$ cat config.mk
export PLATFORM = sky130hd
export DESIGN_NAME = sigcomp_top
export DESIGN_NICKNAME = d
export VERILOG_FILES = /design/src/rtl/sigcomp_pkg.sv /design/src/rtl/sigcomp_mask.sv /design/src/rtl/sigcomp_misr.sv /design/src/rtl/sigcomp_ctrl.sv /design/src/rtl/sigcomp_top.sv
export SDC_FILE = /design/constraint.sdc
export NUM_CORES = 1
export LEC_CHECK = 0
export BUFFER_PORTS_ARGS = -buffer_cell sky130_fd_sc_hd__buf_2
export CAP_MARGIN = 20
export CORE_ASPECT_RATIO = 1.2
export CORE_MARGIN = 2
export CORE_UTILIZATION = 40
export DETAILED_ROUTE_END_ITERATION = 8
export PLACE_DENSITY = 0.6
export SLEW_MARGIN = 20
export SYNTH_ARGS = -nofsm -noshare
export SYNTH_HDL_FRONTEND = slang
export SYNTH_SLANG_ARGS = --single-unit
$ cat constraint.sdc
create_clock -name clk -period 3.2 [get_ports clk]
set_input_delay 0.32 -clock clk [delete_from_list [all_inputs] [get_ports clk]]
set_output_delay 0.32 -clock clk [all_outputs]
set_load 0.02 [all_outputs]
$ cat src/rtl/sigcomp_pkg.sv
package sigcomp_pkg;

    typedef enum logic [1:0] {
        S_IDLE   = 2'd0,
        S_SHIFT  = 2'd1,
        S_UNLOAD = 2'd2,
        S_DONE   = 2'd3
    } sc_state_e;

    // One step of an internal-feedback signature register
    function automatic logic [63:0] sig_step(input logic [63:0] s,
                                             input logic [63:0] d,
                                             input logic [63:0] poly,
                                             input int          w);
        logic [63:0] msk;
        logic [63:0] nx;
        msk = (w >= 64) ? {64{1'b1}} : ((64'd1 << w) - 64'd1);
        nx  = (s << 1) ^ d;
        if (s[w-1]) nx = nx ^ poly;
        return nx & msk;
    endfunction

endpackage

$ cat src/rtl/sigcomp_mask.sv
module sigcomp_mask #(
    parameter int N = 4
) (
    input  logic         clk,
    input  logic         rst_n,
    input  logic         ld,
    input  logic         sdi,
    output logic         sdo,
    output logic [N-1:0] mask
);
    logic [N-1:0] mreg;

    always_ff @(posedge clk or negedge rst_n) begin
        if (!rst_n)  mreg <= '0;
        else if (ld) mreg <= {sdi, mreg[N-1:1]};
    end

    assign mask = mreg;
    assign sdo  = mreg[0];

    // mask holds without a load
    a_r5_mask_hold: assert property (@(posedge clk) disable iff (!rst_n)
        !ld |=> $stable(mreg));
endmodule

$ cat src/rtl/sigcomp_misr.sv
module sigcomp_misr
    import sigcomp_pkg::*;
#(
    parameter int          N    = 4,
    parameter int          W    = 16,
    parameter logic [63:0] POLY = 64'h100B
) (
    input  logic         clk,
    input  logic         rst_n,
    input  logic         clr,
    input  logic         upd,
    input  logic [N-1:0] data,
    input  logic [N-1:0] mask,
    output logic [W-1:0] sig
);
    logic [N-1:0]  gated;
    logic [63:0]   din;
    logic [63:0]   nxt;

    always_comb begin
        gated = data & ~mask;
        din   = '0;
        din[N-1:0] = gated;
        nxt   = sig_step({{(64-W){1'b0}}, sig}, din, POLY, W);
    end

    always_ff @(posedge clk or negedge rst_n) begin
        if (!rst_n)    sig <= '0;
        else if (clr)  sig <= '0;
        else if (upd)  sig <= nxt[W-1:0];
    end

    // a clear leaves the signature at zero
    a_r2_clear_zero: assert property (@(posedge clk) disable iff (!rst_n)
        clr |=> (sig == '0));
    // no clear and no update means no change
    a_r10_sig_hold: assert property (@(posedge clk) disable iff (!rst_n)
        (!clr && !upd) |=> $stable(sig));
endmodule

$ cat src/rtl/sigcomp_ctrl.sv
module sigcomp_ctrl
    import sigcomp_pkg::*;
#(
    parameter int W    = 16,
    parameter int PINS = 4
) (
    input  logic            clk,
    input  logic            rst_n,
    input  logic            start,
    input  logic            pat_end,
    input  logic            shift_en,
    input  logic [W-1:0]    sig_in,
    output logic            clr,
    output logic            upd,
    output logic            pad_oe,
    output logic            done,
    output logic [PINS-1:0] beat
);
    localparam int BEATS  = W / PINS;
    localparam int BEAT_W = (BEATS > 1) ? $clog2(BEATS) : 1;
    localparam logic [BEAT_W-1:0] LAST = BEAT_W'(BEATS - 1);

    sc_state_e       state, state_nx;
    logic [BEAT_W-1:0] cnt;
    logic [W-1:0]      ureg;

    always_comb begin
        state_nx = state;
        unique case (state)
            S_IDLE:   if (start) state_nx = S_SHIFT;
            S_SHIFT:  if (!start && pat_end) state_nx = S_UNLOAD;
            S_UNLOAD: if (cnt == LAST) state_nx = S_DONE;
            S_DONE:   state_nx = S_IDLE;
            default:  state_nx = S_IDLE;
        endcase
    end

    always_ff @(posedge clk or negedge rst_n) begin
        if (!rst_n) state <= S_IDLE;
        else        state <= state_nx;
    end

    always_ff @(posedge clk or negedge rst_n) begin
        if (!rst_n) begin
            cnt  <= '0;
            ureg <= '0;
        end else if (state == S_SHIFT && !start && pat_end) begin
            cnt  <= '0;
            ureg <= sig_in;
        end else if (state == S_UNLOAD) begin
            cnt  <= cnt + 1'b1;
            ureg <= ureg >> PINS;
        end
    end

    always_comb begin
        clr    = 1'b0;
        upd    = 1'b0;
        pad_oe = 1'b0;
        done   = 1'b0;
        beat   = '0;
        unique case (state)
            S_IDLE:   clr = start;
            S_SHIFT: begin
                clr = start;
                upd = shift_en && !start && !pat_end;
            end
            S_UNLOAD: begin
                pad_oe = 1'b1;
                beat   = ureg[PINS-1:0];
            end
            S_DONE:   done = 1'b1;
            default:  ;
        endcase
    end

    // DONE lasts one cycle
    a_r9_done_to_idle: assert property (@(posedge clk) disable iff (!rst_n)
        (state == S_DONE) |=> (state == S_IDLE));
    // last beat is followed by done
    a_r7_last_beat_done: assert property (@(posedge clk) disable iff (!rst_n)
        (state == S_UNLOAD && cnt == LAST) |=> done);
endmodule

$ cat src/rtl/sigcomp_top.sv
module sigcomp_top
    import sigcomp_pkg::*;
#(
    parameter int          GROUPS = 2,
    parameter int          CHAINS = 4,
    parameter int          W      = 16,
    parameter int          PINS   = 4,
    parameter logic [63:0] POLY   = 64'h100B
) (
    input  logic                     clk,
    input  logic                     rst_n,
    input  logic                     start,
    input  logic                     pat_end,
    input  logic                     shift_en,
    input  logic [GROUPS*CHAINS-1:0] chain_so,
    input  logic                     mask_ld,
    input  logic                     mask_sdi,
    input  logic [PINS-1:0]          pad_in,
    output logic [PINS-1:0]          pad_out,
    output logic                     pad_oe,
    output logic [PINS-1:0]          chain_si,
    output logic                     done
);
    logic              clr, upd;
    logic [W-1:0]      gsig [GROUPS];
    logic [GROUPS:0]   mchain;
    logic [W-1:0]      combined;

    assign mchain[GROUPS] = mask_sdi;

    for (genvar g = 0; g < GROUPS; g++) begin : g_grp
        logic [CHAINS-1:0] gmask;

        sigcomp_mask #(.N(CHAINS)) u_mask (
            .clk  (clk),
            .rst_n(rst_n),
            .ld   (mask_ld),
            .sdi  (mchain[g+1]),
            .sdo  (mchain[g]),
            .mask (gmask)
        );

        sigcomp_misr #(.N(CHAINS), .W(W), .POLY(POLY)) u_misr (
            .clk  (clk),
            .rst_n(rst_n),
            .clr  (clr),
            .upd  (upd),
            .data (chain_so[g*CHAINS +: CHAINS]),
            .mask (gmask),
            .sig  (gsig[g])
        );
    end

    always_comb begin
        combined = '0;
        for (int g = 0; g < GROUPS; g++) combined = combined ^ gsig[g];
    end

    sigcomp_ctrl #(.W(W), .PINS(PINS)) u_ctrl (
        .clk     (clk),
        .rst_n   (rst_n),
        .start   (start),
        .pat_end (pat_end),
        .shift_en(shift_en),
        .sig_in  (combined),
        .clr     (clr),
        .upd     (upd),
        .pad_oe  (pad_oe),
        .done    (done),
        .beat    (pad_out)
    );

    assign chain_si = pad_oe ? '0 : pad_in;

    // done is always preceded by a driven pad
    a_r9_done_after_oe: assert property (@(posedge clk) disable iff (!rst_n)
        done |-> $past(pad_oe));
endmodule

==> results.cfg <==
[global_routing]
grt_pass1_vias = 1786
grt_use_total_pct = 15.0
grt_pass1_wl_um = 8700
grt_max_degree = 47
grt_antenna_before_repair = 0
grt-ovfl-total = 0

[setup_path]
crit_path_start_kind = flip-flop
crit_start = u_ctrl.state[0]
path_class = flip-flop to output pin
arrival_ns = 2.03
reg2reg_from = u_ctrl.state[1]
critical_path_required_ns = 2.88
cp-end-kind = output pin
crit_fanout = 17

[detailed_routing]
first_iter_violations = 124
final_antenna_net_count = 0
vias_per_cell = 5.09
routed_wl_um = 5030
dr.pass1.iters = 4
drcViolationCount = 0
vias = 1791
avgRoutedWirePerCell_um = 14.3

[timing]
whs_ns = -0.0172
finalCritPeriodShare_pct = 73.3
fin_skew_ns = 0.00830
tns_ns = 0
hold_violations = 27
period_minus_slack_ns = 2.35
clock.fmax_ghz = 0.426
slew_headroom_pct = 45.2
tightest_slew_ns = 0.822
drv_slew = 0
rsz0062_at_grt = false
setup_violations = 0

[logic_synthesis]
ys_seq_area_share_pct = 53.0
ys_top_cells_by_area = dfrtp_1, a22o_1, xnor2_1, mux2i_1, xor2_1
synthSimpleGateAreaFrac_pct = 8.13
synth_edf_count = 0
ys.warnings.count = 0
synth_xor_area_share_pct = 9.59
yosysTopAreaCell = dfrtp_1
yosys.cell_types.count = 26
avgSynthCellArea_um2 = 12.2
syn_area_um2 = 2830
synth_top_cell_area_share_pct = 53.0
synth_nets = 259
yosysMostFrequentCell = dfrtp_1
synth_mux_area_share_pct = 8.17
synth_top_family_by_area = compound AO/OA/AOI/OAI gates
ys_ff_latch = 60
synthFlopType = dfrtp_1
synth-adder-area-share_pct = 3.09
async_flop_share_pct = 100
yosys-top-cells-count = dfrtp_1, a22o_1, xnor2_1, xor2_1
synthesis.instances = 233
synth_compound_area_share_pct = 14.2

[placed_design]
io_buffers = 28
place_congestion = 0.719
place.detailed.hpwl_um = 3350

[clocking]
cts_buffers = 9
cts_sinks = 60
cts_max_level = 3
cts-root-buf = clkbuf_8
clock_latency_ns = 0.33
holdBufCountCts = 0
cts.path.max_buffers = 2
cts_resized = 0
post_cts_buffers = 0
cts_tree = built
path_clk_slew_ns = 0.07

[floorplanning]
io_pins = 29
initial_utilization_pct = 41.3
die_w_um = 80.8
core_area_um2 = 6850
rows = 33
dieArea_um2 = 7770
die_h_um = 96.2

[hold_path]
hp-class = input port to async pin

[cells_and_area]
multi_input_area_um2 = 1230
fin_util_pct = 47.0
nNetsFinal = 286
seqCellArea_um2 = 1500
syn_to_final_growth_pct = 13.8
drive_gt1_share_pct = 21.5
fill_cells = 661
antenna_cells = 0

[pwr]
peakVddDrop_uv = 329
leakage_nw = 1.58
powerDensity_nw_per_um2 = 691

[outcome]
violations = negative hold slack
outcome = finished, violations left

[job]
maxCapViolations = 0
-- per-layer routing --
layer  GRT usage [%]  vias to the layer above  routed length [um]
met5               0                        -                   0
met4            8.90                        0                 130
met3            3.19                        9                 146
met2            23.1                       27                2280
met1            19.4                      885                2470
li1                -                      870                   -
-- cell type report --
cell class	instances	area share, %
Clock buffer	12	4.81
Clock inverter	4	1.48
Sequential cell	60	46.6
Inverter	3	0.349
Tap cell	87	3.38
Timing Repair Buffer	32	5.36
Multi-Input combinational cell	154	38.0
-- cells by family after synthesis --
logic type,after synthesis
flops,60
compound gates,53
simple gates,41
xor+xnor,31
mux,22
buf+inv,19
fa+ha+maj,7
-- sequential cells by signal, indices dropped and copies added (netlist names) --
| name | cells |
|---|---|
| u_ctrl.state | 2 |
| u_ctrl.ureg | 16 |
| u_ctrl.cnt | 2 |
| g_grp.u_mask.mask | 8 |
| g_grp.u_misr.sig | 32 |
-- per-stage QoR --
step / setup slack, ns / hold slack [ns] / instances / total power, W / instance area, um2
floorplan: 1.43 / 0.0244 / 233 / 0.00141 / 2830
global placement: 1.24 / 0.488 / 336 / 0.00155 / 3020
detailed placement: 1.18 / 0.502 / 336 / 0.00156 / 3020
CTS: 0.810 / 0.195 / 352 / 0.00226 / 3220
global route: 0.685 / 0.0305 / 352 / 0.00236 / 3220
finish: 0.855 / -0.0172 / 352 / 0.00223 / 3220
-- power by group --
part | internal, W | switching, W
Combinational | 0.000272 | 0.000344
Clock | 0.000400 | 0.000293
Sequential | 0.000847 | 0.0000717
Total | 0.00152 | 0.000709
-- cells in the final DEF (no fill, tap or decap), drive strengths merged, types with 5 or more instances in the layout --
cell / instances
a22o: 32
buf: 32
clkbuf: 12
dfrtp: 60
ha: 7
mux2: 9
mux2i: 13
nand2: 12
nand2b: 5
nand3b: 5
nor2b: 10
o21ai: 17
xnor2: 17
xor2: 14
-- worst max-delay path: stages, from the launching register on --
cell	delay [ns]
dfrtp_1	0.43
inv_1	0.12
ha_1	0.50
buf_4	0.33
and2_1	0.15
buf_2	0.15
-- worst paths after layout --
check	to	slack (ns)	cells after the start
min in group clk	g_grp[1].u_mask.mask[3]	0.22	2
min reg2reg	g_grp[0].u_mask.mask[0]	0.51	1
max	pad_out[1]	0.85	5
max in group asynchronous	u_ctrl.ureg[7]	2.59	2
max reg2reg	u_ctrl.ureg[5]	1.31	5
min	g_grp[0].u_mask.mask[1]	-0.02	1
Power figures use the tool's default switching activity.
